--- config.mk ---
export PLATFORM = sky130hd
export DESIGN_NAME = fi_saboteur
export DESIGN_NICKNAME = d
export VERILOG_FILES = /design/src/rtl/fi_pkg.sv /design/src/rtl/fi_bit_selector.sv /design/src/rtl/fi_trigger.sv /design/src/rtl/fi_corrupt.sv /design/src/rtl/fi_saboteur.sv
export SDC_FILE = /design/constraint.sdc
export NUM_CORES = 1
export LEC_CHECK = 0
export BUFFER_PORTS_ARGS = -buffer_cell sky130_fd_sc_hd__buf_4
export CAP_MARGIN = 15
export CORE_MARGIN = 2
export CORE_UTILIZATION = 48
export DETAILED_ROUTE_END_ITERATION = 12
export GPL_TIMING_DRIVEN = 0
export PLACE_DENSITY_LB_ADDON = 0.25
export RECOVER_POWER = 100
export SLEW_MARGIN = 20
export SYNTH_ARGS = -nofsm -noshare
export SYNTH_HDL_FRONTEND = slang
export SYNTH_HIERARCHICAL = 1
export SYNTH_SLANG_ARGS = --single-unit
--- constraint.sdc ---
create_clock -name clk -period 3.1 [get_ports clk]
set_clock_uncertainty 0.15 [all_clocks]
set_input_delay 0.31 -clock clk [delete_from_list [all_inputs] [get_ports clk]]
set_output_delay 0.31 -clock clk [all_outputs]
set_load 0.01 [all_outputs]
--- src/rtl/fi_pkg.sv ---
package fi_pkg;

  typedef enum logic [1:0] {
    FM_FORCE0 = 2'b00,
    FM_FORCE1 = 2'b01,
    FM_INVERT = 2'b10,
    FM_BYPASS = 2'b11
  } fault_mode_e;

  // Value one targeted bit takes under a given fault model.
  function automatic logic fi_bit_value(input logic orig, input fault_mode_e m);
    logic r;
    case (m)
      FM_FORCE0: r = 1'b0;
      FM_FORCE1: r = 1'b1;
      FM_INVERT: r = ~orig;
      default:   r = orig;
    endcase
    return r;
  endfunction

  // Threshold comparison for the transient trigger.
  function automatic logic fi_below(input logic [63:0] rnd, input logic [63:0] thr);
    return rnd < thr;
  endfunction

endpackage

--- src/rtl/fi_bit_selector.sv ---
module fi_bit_selector #(
  parameter int W  = 8,
  parameter int IW = 3
) (
  input  logic          clk,
  input  logic          rst_n,
  input  logic          step,
  input  logic          load,
  input  logic [IW-1:0] idx,
  output logic [W-1:0]  sel
);

  logic [W-1:0] sel_q;
  logic [W-1:0] rotated;
  logic [W-1:0] decoded;
  logic         idx_ok;

  generate
    if (W == 1) begin : g_single
      assign rotated = sel_q;
    end else begin : g_multi
      assign rotated = {sel_q[W-2:0], sel_q[W-1]};
    end
  endgenerate

  always_comb begin
    decoded = '0;
    idx_ok  = 1'b0;
    for (int i = 0; i < W; i++) begin
      if (int'(idx) == i) begin
        decoded[i] = 1'b1;
        idx_ok     = 1'b1;
      end
    end
  end

  always_ff @(posedge clk or negedge rst_n) begin
    if (!rst_n) begin
      sel_q <= W'(1);
    end else if (load && idx_ok) begin
      sel_q <= decoded;
    end else if (step && !load) begin
      sel_q <= rotated;
    end
  end

  assign sel = sel_q;

endmodule

--- src/rtl/fi_trigger.sv ---
module fi_trigger #(
  parameter int RW = 8
) (
  input  logic          clk,
  input  logic          rst_n,
  input  logic          en,
  input  logic          persist,
  input  logic [RW-1:0] rate,
  input  logic [RW-1:0] rnd,
  output logic          fire,
  output logic          pulse
);

  logic pulse_q;

  assign fire = en && !persist && fi_pkg::fi_below(64'(rnd), 64'(rate));

  always_ff @(posedge clk or negedge rst_n) begin
    if (!rst_n) pulse_q <= 1'b0;
    else        pulse_q <= fire;
  end

  assign pulse = pulse_q;

endmodule

--- src/rtl/fi_corrupt.sv ---
module fi_corrupt #(
  parameter int W = 8
) (
  input  logic [W-1:0]        din,
  input  logic [W-1:0]        sel,
  input  fi_pkg::fault_mode_e mode,
  input  logic                active,
  output logic [W-1:0]        dout
);

  generate
    for (genvar i = 0; i < W; i++) begin : g_bit
      logic hit;
      logic alt;
      assign hit     = active && sel[i];
      assign alt     = fi_pkg::fi_bit_value(din[i], mode);
      assign dout[i] = hit ? alt : din[i];
    end
  endgenerate

endmodule

--- src/rtl/fi_saboteur.sv ---
module fi_saboteur #(
  parameter int W  = 8,
  parameter int RW = 8,
  localparam int IW = (W > 1) ? $clog2(W) : 1
) (
  input  logic          clk,
  input  logic          rst_n,
  input  logic [W-1:0]  data_in,
  output logic [W-1:0]  data_out,
  input  logic          inj_en,
  input  logic [1:0]    fault_mode,
  input  logic          persist,
  input  logic [RW-1:0] rate,
  input  logic [RW-1:0] rnd_in,
  input  logic          sel_step,
  input  logic          sel_load,
  input  logic [IW-1:0] sel_idx
);

  logic [W-1:0] sel_vec;
  logic         trig_fire;
  logic         trig_pulse;
  logic         fault_active;

  fi_bit_selector #(.W(W), .IW(IW)) u_sel (
    .clk  (clk),
    .rst_n(rst_n),
    .step (sel_step),
    .load (sel_load),
    .idx  (sel_idx),
    .sel  (sel_vec)
  );

  fi_trigger #(.RW(RW)) u_trig (
    .clk    (clk),
    .rst_n  (rst_n),
    .en     (inj_en),
    .persist(persist),
    .rate   (rate),
    .rnd    (rnd_in),
    .fire   (trig_fire),
    .pulse  (trig_pulse)
  );

  assign fault_active = inj_en && (persist || trig_pulse);

  fi_corrupt #(.W(W)) u_corr (
    .din   (data_in),
    .sel   (sel_vec),
    .mode  (fi_pkg::fault_mode_e'(fault_mode)),
    .active(fault_active),
    .dout  (data_out)
  );

endmodule

==> results.txt <==
portion of total power attributed to combinational logic - 0.345
CTS H-Tree Depth - 1
maximum count of clock buffers along a single path - 2
worst-skew pair later-pin latency - 260 ps
proportion of netlist area held by the largest area contributor - 0.2385
placeable core region - 1689 µm²
slowest cell on the critical path - clkbuf_1
total internal power - 236.3 µW
switching part of the total - 0.3012
final worst path period need - 2265 ps
HPWL after DPL - 1.618 mm
arrival time worst endpoint - 1810 ps
number of unique standard cell types used by synthesis - 24
fin crit share - 0.7308
static leakage power - 0.0005944 µW
vias in the first global route - 715
drc violations - 0
switching component of the power - 101.9 µW
initial antenna violation count - 0
overall routing resource usage - 0.2005
number of nets with antenna violations after detailed routing - 0
most used flip-flop cell after synthesis - dfrtp_1
portion of total power attributed to the clock network - 0.261
Worst setup endpoint - data_out[3]
class of the tightest hold or removal check - in2reg
fraction of final layout cells sized beyond drive strength 1 - 0.2887
Most Frequent Cell on Critical Path - clkbuf_1
worst slew margin relative to its limit - 0.7068
Critical Path Max Stage Delay - 380 ps
number of pins exceeding their max-slew limit in the final report - 0
final setup vio count - 0
global placer's final weighted congestion - 0.8045
via count normalized by instance count - 5.616
share of power burned in registers - 0.394
number of synthesized register bits - 9
clock tree root driver cell - clkbuf_4
area added between synthesis and finish - 36.07%
via count of the routed design - 893
overall die width - 45.82 µm
critical path required time - 2640 ps
net count of the mapped netlist - 140
VDD IR max - 0.1996 mV
number of enable-type register cells in the synthesized netlist - 0
initial core utilization - 0.4970
CP Class - reg2out
minimum setup slack among reg-to-reg paths - 2010 ps
Synthesis Warnings - 6
Worst R2R Start - u_sel/sel[0]
cts bufs inserted - 3
cell type contributing the most total cell area after synthesis - dfrtp_1
first-pass GRT wire length - 2.980 mm
DR pass1 iterations - 4
RR Endpoint - u_sel/sel[0]
Die Footprint - 2099 µm²
Critical Path, Cell by Cell - o21a_1 -> clkbuf_1 -> clkbuf_1 -> a31oi_1 -> a31oi_1 -> clkbuf_1
sequential area share after synthesis - 0.2697
Congestion Overflow GR - 0
number of cells traversed by the worst register-to-register path - 2
cell types occupying the most area after synthesis - dfrtp_1 (24%), a31oi_1 (12%), ha_1 (10%)
pin count of the biggest net entering global routing - 11
critical path startpoint - u_trig/pulse
Max Fclk - 441.4 MHz
measured slew at the worst slew-check pin - 439.8 ps
count of standard-cell rows - 15
TritonCTS clock tree - done
Final #Nets - 185
worst setup margin - 834.6 ps
DRT iter0 DRCs - 23
most frequent cells in the layout - buf_4 (34), a31oi_1 (16), inv_1 (15)
Synth async-reset ratio - 1.000
vertical die dimension - 45.82 µm
category of the worst setup path launch point - flip-flop
worst-path maximum fanout - 10
RSZ-0062 raised after global routing - no
ANT cells - 0
count of final hold-check violations - 0
average footprint of a synthesized cell - 8.567 µm²
total power density per cell area - 296.0 nW/µm²
Crit. End Element - output pin
mapped cell area - 839.6 µm²
setup total negative slack - 0 ps
Gate Count Post-Synth - 98
post-detailed-routing wire length - 2.006 mm
Clock transition at path regs - 60 ps
Port Buf Inserts - 39
maxcap violations - 0
status - finished, final reports clean
Place WS - 1405 ps
most common cell after layout, fill and taps aside - buf_4
clock sink count - 9
Fill cells - 150
count of buffers added by post-CTS timing repair for setup - 0
# IOs - 43
average wire per standard cell - 12.62 µm
critical path: cells and delay by family (launching register included):
family	cells	cell delay [ps]
compound gates	3	430
buf+inv	3	800
flops	1	330
cell families after synthesis:
| logic type | count (synthesis) | synth area share |
|---|---|---|
| flops | 9 | 0.2697 |
| mux | 8 | 0.09538 |
| buf+inv | 21 | 0.1311 |
| fa+ha+maj | 7 | 0.1043 |
| simple gates | 14 | 0.09836 |
| compound gates | 39 | 0.3011 |
state kept, by name (all words and copies together), names as in the netlist:
signal / flops
u_sel/sel: 8
u_trig/pulse: 1
power groups by stage:
stage	clock network, µW	registers, µW	logic, µW
after floorplan	0	133	67.0
after global placement	0	135	120
after detailed placement	0	135	124
after CTS	90.4	133	125
after global routing	97.6	134	129
final	88.3	133	117
per-layer routing:
layer  share of wire  up-vias  routed length (µm)  GRT usage
li1                -      451                   -          -
met1            0.44      399                 884     0.2634
met2            0.48       41                 956     0.3042
met3           0.072        2                 145    0.02778
met4          0.0095        0                  19     0.1314
met5               0        -                   0          0
area by class of cell:
class,instances,area (µm²),share of cell area
Inverter,15,56.30,0.04929
Tap cell,17,21.27,0.01862
Clock buffer,4,26.28,0.02300
Timing Repair Buffer,40,276.5,0.2421
Buffer,6,45.04,0.03943
Multi-Input combinational cell,68,490.5,0.4294
Sequential cell,9,226.5,0.1982
how the worst min path moves through the flow:
stage | start | to | depth (start not counted)
floorplan | rst_n | u_sel/sel[1] | 0
global route | sel_idx[2] | u_sel/sel[0] | 2
finish | sel_idx[1] | u_sel/sel[0] | 2
CTS | sel_idx[1] | u_sel/sel[0] | 2
global placement | rst_n | u_sel/sel[5] | 1
detailed placement | rst_n | u_sel/sel[5] | 1
Yosys cell counts (all sizes together), types with 3 or more instances:
cell,n
a31oi,16
buf,5
nand2,5
inv,15
nor2,3
o22ai,6
a21oi,9
ha,7
mux2i,8
dfrtp,8
nand2b,4
per-stage QoR:
step             util  power [µW]  instance area [µm²]  std cells  hold WS, ps
2_1_floorplan       -       200.1                839.6         98       -135.6
3_3_place_gp   0.6830       254.3                 1154        154       -17.82
3_5_place_dp   0.6830       258.9                 1154        154       -15.71
4_1_cts        0.7044       349.0                 1190        159        108.6
5_1_grt        0.6763       361.2                 1142        159        102.3
6_report       0.6763       338.1                 1142        159        111.6
repair_timing:
item	CTS	global route
hold endpoints to repair	9	0
resized for setup	0	0
hold buffers	1	0
(Power assumes the default switching activity.)
